File: src/rtl/slot_seq_pkg.sv
package slot_seq_pkg;
  localparam int CH_W  = 7;
  localparam int LEN_W = 10;
  localparam int AW    = 2;

  typedef logic [1:0] mode_t;
  localparam mode_t MODE_IDLE = 2'd0;
  localparam mode_t MODE_TX   = 2'd1;
  localparam mode_t MODE_RX   = 2'd2;

  typedef struct packed {
    logic [LEN_W-1:0] len;
    logic [CH_W-1:0]  chan;
    mode_t            mode;
  } slot_cfg_t;

  localparam int CFG_W = $bits(slot_cfg_t);

  localparam logic [AW-1:0] A_CFG   = 2'd0;
  localparam logic [AW-1:0] A_STAT  = 2'd1;
  localparam logic [AW-1:0] A_PHASE = 2'd2;
  localparam logic [AW-1:0] A_NCLK  = 2'd3;

  function automatic logic mode_live(mode_t m);
    return (m == MODE_TX) || (m == MODE_RX);
  endfunction
endpackage

File: src/rtl/slot_timebase.sv
module slot_timebase #(
  parameter int SLOT_TICKS = 625,
  parameter int DEADLINE   = 435,
  parameter int PRE_START  = 442,
  parameter int NCLK_W     = 28,
  parameter int PH_W       = 10
) (
  input  logic              clk_i,
  input  logic              rst_ni,
  input  logic              tick_i,
  output logic [PH_W-1:0]   phase_o,
  output logic [NCLK_W-1:0] nclk_o,
  output logic              wrap_o,
  output logic              dl_o,
  output logic              pre_o
);
  localparam int HALF = SLOT_TICKS / 2;

  logic [PH_W-1:0]   cnt_q;
  logic [NCLK_W-1:0] nclk_q;
  logic              last_w, half_w;

  assign last_w = cnt_q == PH_W'(SLOT_TICKS - 1);
  assign half_w = cnt_q == PH_W'(HALF - 1);

  always_ff @(posedge clk_i or negedge rst_ni) begin
    if (!rst_ni) begin
      cnt_q  <= '0;
      nclk_q <= '0;
    end else if (tick_i) begin
      cnt_q <= last_w ? '0 : cnt_q + 1'b1;
      if (last_w || half_w) nclk_q <= nclk_q + 1'b1;
    end
  end

  // events fire on the tick that moves the phase onto the named value
  assign wrap_o  = tick_i && last_w;
  assign dl_o    = tick_i && (cnt_q == PH_W'(DEADLINE - 1));
  assign pre_o   = tick_i && (cnt_q == PH_W'(PRE_START - 1));
  assign phase_o = cnt_q;
  assign nclk_o  = nclk_q;
endmodule

File: src/rtl/slot_cfg_regs.sv
module slot_cfg_regs
  import slot_seq_pkg::*;
#(
  parameter int PH_W   = 10,
  parameter int NCLK_W = 28,
  parameter int RD_W   = 28
) (
  input  logic              clk_i,
  input  logic              rst_ni,
  input  logic              wr_en_i,
  input  logic [AW-1:0]     wr_addr_i,
  input  logic [CFG_W-1:0]  wr_data_i,
  input  logic [AW-1:0]     rd_addr_i,
  output logic [RD_W-1:0]   rd_data_o,
  input  logic              dl_i,
  input  logic              wrap_i,
  input  logic [PH_W-1:0]   phase_i,
  input  logic [NCLK_W-1:0] nclk_i,
  output slot_cfg_t         pend_o,
  output slot_cfg_t         act_o,
  output logic              late_o
);
  localparam slot_cfg_t IDLE_CFG = '{len: '0, chan: '0, mode: MODE_IDLE};

  slot_cfg_t shadow_q, pend_q, act_q;
  logic      valid_q, late_q;
  logic      cfg_we, late_clr;

  assign cfg_we   = wr_en_i && (wr_addr_i == A_CFG);
  assign late_clr = wr_en_i && (wr_addr_i == A_STAT) && wr_data_i[0];

  always_ff @(posedge clk_i or negedge rst_ni) begin
    if (!rst_ni) begin
      shadow_q <= IDLE_CFG;
      pend_q   <= IDLE_CFG;
      act_q    <= IDLE_CFG;
      valid_q  <= 1'b0;
      late_q   <= 1'b0;
    end else begin
      if (cfg_we) shadow_q <= slot_cfg_t'(wr_data_i);
      // a write in the deadline cycle counts toward the following deadline
      if (cfg_we)    valid_q <= 1'b1;
      else if (dl_i) valid_q <= 1'b0;
      if (dl_i) pend_q <= valid_q ? shadow_q : IDLE_CFG;
      if (wrap_i) act_q <= pend_q;
      if (dl_i && !valid_q) late_q <= 1'b1;
      else if (late_clr)    late_q <= 1'b0;
    end
  end

  always_comb begin
    unique case (rd_addr_i)
      A_CFG:   rd_data_o = RD_W'(shadow_q);
      A_STAT:  rd_data_o = RD_W'(late_q);
      A_PHASE: rd_data_o = RD_W'(phase_i);
      default: rd_data_o = RD_W'(nclk_i);
    endcase
  end

  assign pend_o = pend_q;
  assign act_o  = act_q;
  assign late_o = late_q;
endmodule

File: src/rtl/synth_serializer.sv
module synth_serializer #(
  parameter int W = 7
) (
  input  logic         clk_i,
  input  logic         rst_ni,
  input  logic         start_i,
  input  logic [W-1:0] word_i,
  output logic         sclk_o,
  output logic         sdata_o,
  output logic         sload_o
);
  localparam int BC_W = $clog2(W + 1);

  logic [W-1:0]    sh_q;
  logic [BC_W-1:0] bc_q;
  logic            busy_q, load_q;

  always_ff @(posedge clk_i or negedge rst_ni) begin
    if (!rst_ni) begin
      sh_q   <= '0;
      bc_q   <= '0;
      busy_q <= 1'b0;
      load_q <= 1'b0;
    end else begin
      load_q <= 1'b0;
      if (start_i) begin
        sh_q   <= word_i;
        bc_q   <= '0;
        busy_q <= 1'b1;
      end else if (busy_q) begin
        sh_q <= sh_q << 1;
        if (bc_q == BC_W'(W - 1)) begin
          busy_q <= 1'b0;
          load_q <= 1'b1;
        end else begin
          bc_q <= bc_q + 1'b1;
        end
      end
    end
  end

  assign sclk_o  = busy_q;
  assign sdata_o = sh_q[W-1];
  assign sload_o = load_q;
endmodule

File: src/rtl/slot_strobes.sv
module slot_strobes
  import slot_seq_pkg::*;
#(
  parameter int PH_W      = 10,
  parameter int SYN_START = 445
) (
  input  logic             clk_i,
  input  logic             rst_ni,
  input  logic [PH_W-1:0]  phase_i,
  input  mode_t            act_mode_i,
  input  logic [LEN_W-1:0] act_len_i,
  input  mode_t            pend_mode_i,
  output logic             tx_en_o,
  output logic             rx_en_o,
  output logic             syn_en_o,
  output logic             irq_o
);
  logic in_burst;
  logic rx_q, irq_q;

  assign in_burst = 32'(phase_i) < 32'(act_len_i);
  assign tx_en_o  = (act_mode_i == MODE_TX) && in_burst;
  assign rx_en_o  = (act_mode_i == MODE_RX) && in_burst;
  assign syn_en_o = mode_live(pend_mode_i) && (32'(phase_i) >= 32'(SYN_START));

  always_ff @(posedge clk_i or negedge rst_ni) begin
    if (!rst_ni) begin
      rx_q  <= 1'b0;
      irq_q <= 1'b0;
    end else begin
      rx_q  <= rx_en_o;
      irq_q <= rx_q && !rx_en_o;
    end
  end

  assign irq_o = irq_q;
endmodule

File: src/rtl/slot_seq.sv
module slot_seq
  import slot_seq_pkg::*;
#(
  parameter int SLOT_TICKS = 625,
  parameter int SYN_LEAD   = 180,
  parameter int PRE_LEAD   = 3,
  parameter int TX_MARGIN  = 10,
  parameter int NCLK_W     = 28,
  localparam int PH_W      = $clog2(SLOT_TICKS),
  localparam int RD_A      = (NCLK_W > PH_W) ? NCLK_W : PH_W,
  localparam int RD_W      = (RD_A > CFG_W) ? RD_A : CFG_W
) (
  input  logic             clk_i,
  input  logic             rst_ni,
  input  logic             tick_i,
  input  logic             wr_en_i,
  input  logic [AW-1:0]    wr_addr_i,
  input  logic [CFG_W-1:0] wr_data_i,
  input  logic [AW-1:0]    rd_addr_i,
  output logic [RD_W-1:0]  rd_data_o,
  output logic             syn_en_o,
  output logic             syn_clk_o,
  output logic             syn_data_o,
  output logic             syn_load_o,
  output logic             tx_en_o,
  output logic             rx_en_o,
  output logic             irq_o
);
  localparam int SYN_START = SLOT_TICKS - SYN_LEAD;
  localparam int DEADLINE  = SYN_START - TX_MARGIN;
  localparam int PRE_START = SYN_START - PRE_LEAD;

  logic [PH_W-1:0]   phase_w;
  logic [NCLK_W-1:0] nclk_w;
  logic              wrap_w, dl_w, pre_w, late_w;
  slot_cfg_t         pend_w, act_w;

  slot_timebase #(
    .SLOT_TICKS(SLOT_TICKS), .DEADLINE(DEADLINE), .PRE_START(PRE_START),
    .NCLK_W(NCLK_W), .PH_W(PH_W)
  ) u_tb (
    .clk_i, .rst_ni, .tick_i,
    .phase_o(phase_w), .nclk_o(nclk_w),
    .wrap_o(wrap_w), .dl_o(dl_w), .pre_o(pre_w)
  );

  slot_cfg_regs #(.PH_W(PH_W), .NCLK_W(NCLK_W), .RD_W(RD_W)) u_regs (
    .clk_i, .rst_ni, .wr_en_i, .wr_addr_i, .wr_data_i, .rd_addr_i, .rd_data_o,
    .dl_i(dl_w), .wrap_i(wrap_w), .phase_i(phase_w), .nclk_i(nclk_w),
    .pend_o(pend_w), .act_o(act_w), .late_o(late_w)
  );

  synth_serializer #(.W(CH_W)) u_ser (
    .clk_i, .rst_ni,
    .start_i(pre_w && mode_live(pend_w.mode)), .word_i(pend_w.chan),
    .sclk_o(syn_clk_o), .sdata_o(syn_data_o), .sload_o(syn_load_o)
  );

  slot_strobes #(.PH_W(PH_W), .SYN_START(SYN_START)) u_str (
    .clk_i, .rst_ni, .phase_i(phase_w),
    .act_mode_i(act_w.mode), .act_len_i(act_w.len), .pend_mode_i(pend_w.mode),
    .tx_en_o, .rx_en_o, .syn_en_o, .irq_o
  );
endmodule

File: config.mk
export PLATFORM = sky130hd
export DESIGN_NAME = slot_seq
export DESIGN_NICKNAME = d
export VERILOG_FILES = /design/src/rtl/slot_seq_pkg.sv /design/src/rtl/slot_timebase.sv /design/src/rtl/slot_cfg_regs.sv /design/src/rtl/synth_serializer.sv /design/src/rtl/slot_strobes.sv /design/src/rtl/slot_seq.sv
export SDC_FILE = /design/constraint.sdc
export NUM_CORES = 1
export LEC_CHECK = 0
export ABC_AREA = 1
export BUFFER_PORTS_ARGS = -buffer_cell sky130_fd_sc_hd__buf_2
export CORE_ASPECT_RATIO = 0.8
export CORE_MARGIN = 2
export CORE_UTILIZATION = 64
export CTS_CLUSTER_SIZE = 30
export DETAILED_ROUTE_END_ITERATION = 7
export MAX_ROUTING_LAYER = met4
export PLACE_DENSITY = 0.9
export SLEW_MARGIN = 20
export SYNTH_ARGS = -nofsm -noshare
export SYNTH_HDL_FRONTEND = slang
export SYNTH_HIERARCHICAL = 1
export SYNTH_SLANG_ARGS = --single-unit
export TNS_END_PERCENT = 20
File: constraint.sdc
create_clock -name clk_i -period 3.2 [get_ports clk_i]
set_clock_uncertainty 0.1 [all_clocks]
set_input_delay 0.64 -clock clk_i [delete_from_list [all_inputs] [get_ports clk_i]]
set_output_delay 0.64 -clock clk_i [all_outputs]
set_load 0.02 [all_outputs]
After elaboration in Yosys (flattened, before gate mapping) --
Cells that the tools add are included.
Storage, ports and cells: register bits 104, input port bits 27, memory bits (writable) 0, memories 0, latch bits 0, memory bits (read-only) 0, output and inout port bits 35
Cells by class: $lt $le $gt $ge 2, $add $sub $neg 3, reduce and logical (&&, ||, !) cells 23, eq/ne operators 13, multiplexer cells 18, shift-type cells 0, bitwise gates (word level) 0, divide/modulo/power cells 0, $mul 0
Operators by type and width (count):
- 28-bit one-hot mux with 3 select lines | 1
- 10-bit by 9-bit == test with 1-bit output (second input constant) | 3
- 28-bit by 1-bit adder with 28-bit output (second input constant) | 1
- 19-bit two-way mux | 1
- 7-bit two-way mux | 2
- 1-bit logical AND | 12
- 10-bit by 1-bit adder with 10-bit output (second input constant) | 1
- 10-bit == test (second input constant) | 1
- 10-bit by 9-bit >= comparator with 1-bit output (second input constant) | 1
- 10-bit < comparator | 1
- 1-bit two-way mux | 10
- 10-bit two-way mux | 1
- 3-bit two-way mux | 3
- 2-bit by 1-bit == test with 1-bit output (second input constant) | 4
- 2-bit == test (second input constant) | 3
- 2-bit nonzero test | 3
- 2-bit logical NOT | 2
- 2-bit AND reduction | 2
- 3-bit by 1-bit adder with 3-bit output (second input constant) | 1
- 3-bit == test (second input constant) | 1
- 1-bit logical NOT | 2
- 1-bit logical OR | 2
- 2-bit by 1-bit != test with 1-bit output (second input constant) | 1

Longest topological paths before layout --
depth in word-level cells 5, depth in mapped cells 12, gate-level depth less buffers 11

Hierarchy --
The synthesis kept the hierarchy.
Modules (own cells, without submodules):
- slot_cfg_regs | seq. area each 1476.4 um2, area each 2653.8 um2, instances 1, cells an instance 328
- slot_timebase | seq. area each 950.9 um2, area each 2394.8 um2, instances 1, cells an instance 301
- synth_serializer | seq. area each 300.3 um2, area each 550.5 um2, instances 1, cells an instance 66
- slot_strobes | seq. area each 50.0 um2, area each 395.4 um2, instances 1, cells an instance 61
- slot_seq | seq. area each 0.0 um2, area each 15.0 um2, instances 1, cells an instance 4

Worst setup path before layout --
OpenSTA, ideal clock, no wires.
path kind input to output, start in rd_addr_i[0], end out rd_data_o[11], setup slack 864 ps, data arrival time 1596 ps, path buffers 1, stages 4, data required time 2460 ps, cell sequence buf_2 > nor2_4 > inv_1 > o21ai_0
Between the ends: cells in the longest elaborated chain, start to end 2, elaborated cells between the ends (all ways) 4, those cells by class eq/ne (2); mux (1); reduce/logical (1)
RTL lines:
- from (decl) | RTL line slot_seq.sv:19 | input logic [AW-1:0] rd_addr_i,
- 2-bit == test (tied with other cells) | RTL line slot_cfg_regs.sv:52 | unique case (rd_addr_i)
- 28-bit one-hot mux with 3 select lines (*) | RTL line slot_cfg_regs.sv:52
- to (decl) | RTL line slot_seq.sv:20 | output logic [RD_W-1:0] rd_data_o,
Every way passes the cells marked *; elsewhere a longest branch is shown, timed or not.

Worst setup path after layout --
start reg u_tb.cnt_q[3], in the netlist u_tb/phase_o[3], end out rx_en_o
Between the ends: cells in the longest elaborated chain, start to end 2
RTL lines:
- from (decl) | RTL line slot_timebase.sv:19 | logic [PH_W-1:0] cnt_q;
- from (signal assigned) | RTL line slot_timebase.sv:31 | cnt_q <= last_w ? '0 : cnt_q + 1'b1;
- 10-bit < comparator | RTL line slot_strobes.sv:21 | assign in_burst = 32'(phase_i) < 32'(act_len_i);
- 1-bit logical AND | RTL line slot_strobes.sv:23 | assign rx_en_o = (act_mode_i == MODE_RX) && in_burst;
- to (decl) | RTL line slot_seq.sv:26 | output logic rx_en_o,
No other way between the ends.

==> tab_implementation.tex <==
\begin{tabular}{lr}
\hline
Metric & Value \\
\hline
\multicolumn{2}{l}{\textbf{Status}} \\
\quad Outcome & completed \\
\multicolumn{2}{l}{\textbf{Yosys}} \\
\quad Synth warnings & 6 \\
\quad Synthesized instance count & 739 \\
\quad Post-synth design cell area & 5770 um\^{}2 \\
\quad Synthesized Nets & 782 \\
\quad Post-synthesis average cell area & 7.81 um\^{}2 \\
\multicolumn{2}{l}{\textbf{Global routing}} \\
\quad Largest net degree at the start of global routing & 68 \\
\quad Grt ovf & 0 \\
\quad Number of global-route vias before repair & 4814 \\
\quad Antenna violations before repair & 0 \\
\quad All-Layer GR Usage & 33.6\% \\
\quad First-pass GRT wire length & 24.0 mm \\
\multicolumn{2}{l}{\textbf{Critical path}} \\
\quad Endpoint required time on the critical path & 2460 ps \\
\quad Type of the worst setup path & reg -> out \\
\quad Startpoint class of the critical path & register \\
\quad Crit path DAT & 2020 ps \\
\quad Ordered list of cells on the worst path & ha\_1, nand2\_1, nand2\_1, nand2\_1, nand2\_1, nand2\_1, nand3\_2, nor2\_4, buf\_2 \\
\quad Critical path's top delay family & flip-flops \\
\quad Critical path's most frequent cell & nand2\_1 \\
\quad Crit path largest cell delay & 610 ps \\
\quad Slowest cell on crit path & dfrtp\_1 \\
\quad Number of buffer and inverter instances along the worst setup path & 1 \\
\quad Biggest fanout along the worst timing path & 11 \\
\quad Crit end category & output pin \\
\multicolumn{2}{l}{\textbf{Timing}} \\
\quad Period minus WS final & 2760 ps \\
\quad Period utilization & 86.1\% \\
\quad Setup repair after global routing missed its margin & no \\
\quad Setup violations, final & 0 \\
\quad Count of final max-slew check failures & 0 \\
\quad TNS Setup & 0 ps \\
\quad Final Hold Violating Endpoints & 0 \\
\quad Max-Slew Margin vs Limit & 51.9\% \\
\quad Slew at the pin with the worst max-slew slack & 721 ps \\
\quad Maximum clock frequency & 0.363 GHz \\
\multicolumn{2}{l}{\textbf{Clock tree}} \\
\quad Clock H-tree levels & 3 \\
\quad Number of gates resized after CTS & 0 \\
\quad Reg clk slew, reported paths & 70 ps \\
\quad TritonCTS clock tree & yes \\
\quad Count of hold-fix buffers inserted at cts & 0 \\
\quad Number of buffers added for setup after CTS & 0 \\
\quad Cts bufs inserted & 9 \\
\quad Bufs on Longest Clock Path & 2 \\
\quad Total number of clock tree sinks & 104 \\
\quad Root buffer cell & clkbuf\_16 \\
\quad Clock latency on the worst-skew pair & 350 ps \\
\multicolumn{2}{l}{\textbf{Final layout}} \\
\quad Synth-to-layout area growth & 11.3\% \\
\quad Number of nets in the finished design & 836 \\
\quad Share of layout cells above drive strength 1 & 16.5\% \\
\quad Diodes inserted & 0 \\
\multicolumn{2}{l}{\textbf{Power and ir drop}} \\
\quad Worst VDD drop & 334 uV \\
\quad Final Total Pwr & 3240 uW \\
\quad Cell Pwr Density & 504 nW/um\^{}2 \\
\quad Leakage Power & 0.00348 uW \\
\multicolumn{2}{l}{\textbf{Route}} \\
\quad Iteration-0 DRC count of the detailed router & 607 \\
\quad Vias per std cell & 5.74 \\
\quad Drt drc & 0 \\
\quad Per-cell routed wire length & 16.3 um \\
\quad Detailed Routing Iterations Pass 1 & 6 \\
\quad Remaining antenna violation count after routing & 0 \\
\quad Routed Wire Length & 14.9 mm \\
\quad Vias after detailed routing & 5221 \\
\multicolumn{2}{l}{\textbf{Placed design}} \\
\quad Post-DP HPWL & 10.8 mm \\
\quad Count of input and output buffers & 61 \\
\quad Final weighted congestion of routability-driven global placement & 0.972 \\
\multicolumn{2}{l}{\textbf{Floorplan}} \\
\quad DIE AREA & 9800 um\^{}2 \\
\quad Initial core utilization & 66.9\% \\
\quad I/O pins & 62 \\
\quad Area of the placeable core & 8630 um\^{}2 \\
\quad Die extent in y & 89.0 um \\
\quad DIE WIDTH & 110 um \\
\quad Site Rows & 30 \\
\multicolumn{2}{l}{\textbf{Flow run}} \\
\quad Maximum capacitance violations & 0 \\
\multicolumn{2}{l}{\textbf{Min path}} \\
\quad Type of the most critical hold path & in -> async \\
\hline
\end{tabular}
-- metal layers --
metal / GRT usage [%] / part of all wire (%) / vias to the layer above
li1: - / - / 2400
met5: - / 0 / -
met3: 5.83 / 8.1 / 48
met4: 10.1 / 2.7 / 0
met1: 48.1 / 44 / 2501
met2: 49.9 / 46 / 272
-- layout make-up --
class	count	area [um^2]
timing repair buffer	65	350
clock inverter	7	78.8
fill	651	2210
sequential	104	2600
multi-input combinational	514	2650
tap	112	140
clock buffer	9	225
inverter	99	377
-- through the flow --
stage / instances / hold slack, ps / instance area (um^2) / util [%] / worst slack (ps)
floorplan: 739 / 244 / 5770 / - / 864
global placement: 894 / 353 / 6120 / 70.9 / 880
detailed placement: 894 / 358 / 6120 / 70.9 / 813
CTS: 910 / 174 / 6420 / 74.4 / 466
global route: 910 / 193 / 6420 / 74.4 / 314
finish: 910 / 153 / 6420 / 74.4 / 444
-- sequential cells by signal (all words and copies together), names as in the netlist --
register	cells
u_tb/nclk_o	28
u_regs/act_o	12
u_regs/shadow_q	19
u_ser/bc_q	3
u_regs/late_o	1
u_ser/sload_o	1
u_ser/sh_q	7
u_str/irq_o	1
u_regs/pend_o	19
u_tb/phase_o	10
u_str/rx_q	1
u_regs/valid_q	1
u_ser/sclk_o	1
-- path summary, 6_finish.rpt --
| path | end | from | slack [ps] | depth (start not counted) |
|---|---|---|---|---|
| worst min-delay path | u_ser/sh_q[0]$_DFFE_PN0P_ | rst_ni | 150 | 1 |
| max in group asynchronous | u_regs/act_o[0]$_DFFE_PN0P_ | rst_ni | 2120 | 2 |
| worst max-delay path | rx_en_o | u_tb/phase_o[3]$_DFFE_PN0P_ | 440 | 9 |
| worst max register to register | u_regs/act_o[12]$_DFFE_PN0P_ | u_tb/phase_o[0]$_DFFE_PN0P_ | 810 | 8 |
| worst min register to register | u_ser/sh_q[0]$_DFFE_PN0P_ | u_ser/sh_q[0]$_DFFE_PN0P_ | 380 | 2 |
| min in group clk_i | u_ser/sh_q[0]$_DFFE_PN0P_ | u_ser/sh_q[0]$_DFFE_PN0P_ | 380 | 2 |
-- report_power, final --
group          leakage (uW)  internal, uW  total (uW)  switching (uW)
Clock              0.000149           616        1130             517
Sequential          0.00126          1400        1570             174
Combinational       0.00207           189         533             344
Total               0.00348          2200        3240            1030
-- cell usage in the layout (no fill, tap or decap), drive strengths merged, types with 3 or more instances in the layout --
cell / count
dfrtp: 104
nand4: 7
o21ai: 22
nor2: 89
nand2: 244
nand3: 69
xnor2: 14
xor2: 8
inv: 101
buf: 65
ha: 16
a21oi: 17
clkbuf: 9
clkinv: 3
o22ai: 10
nor3: 8
Note: power is estimated with default switching activity, not from simulation.
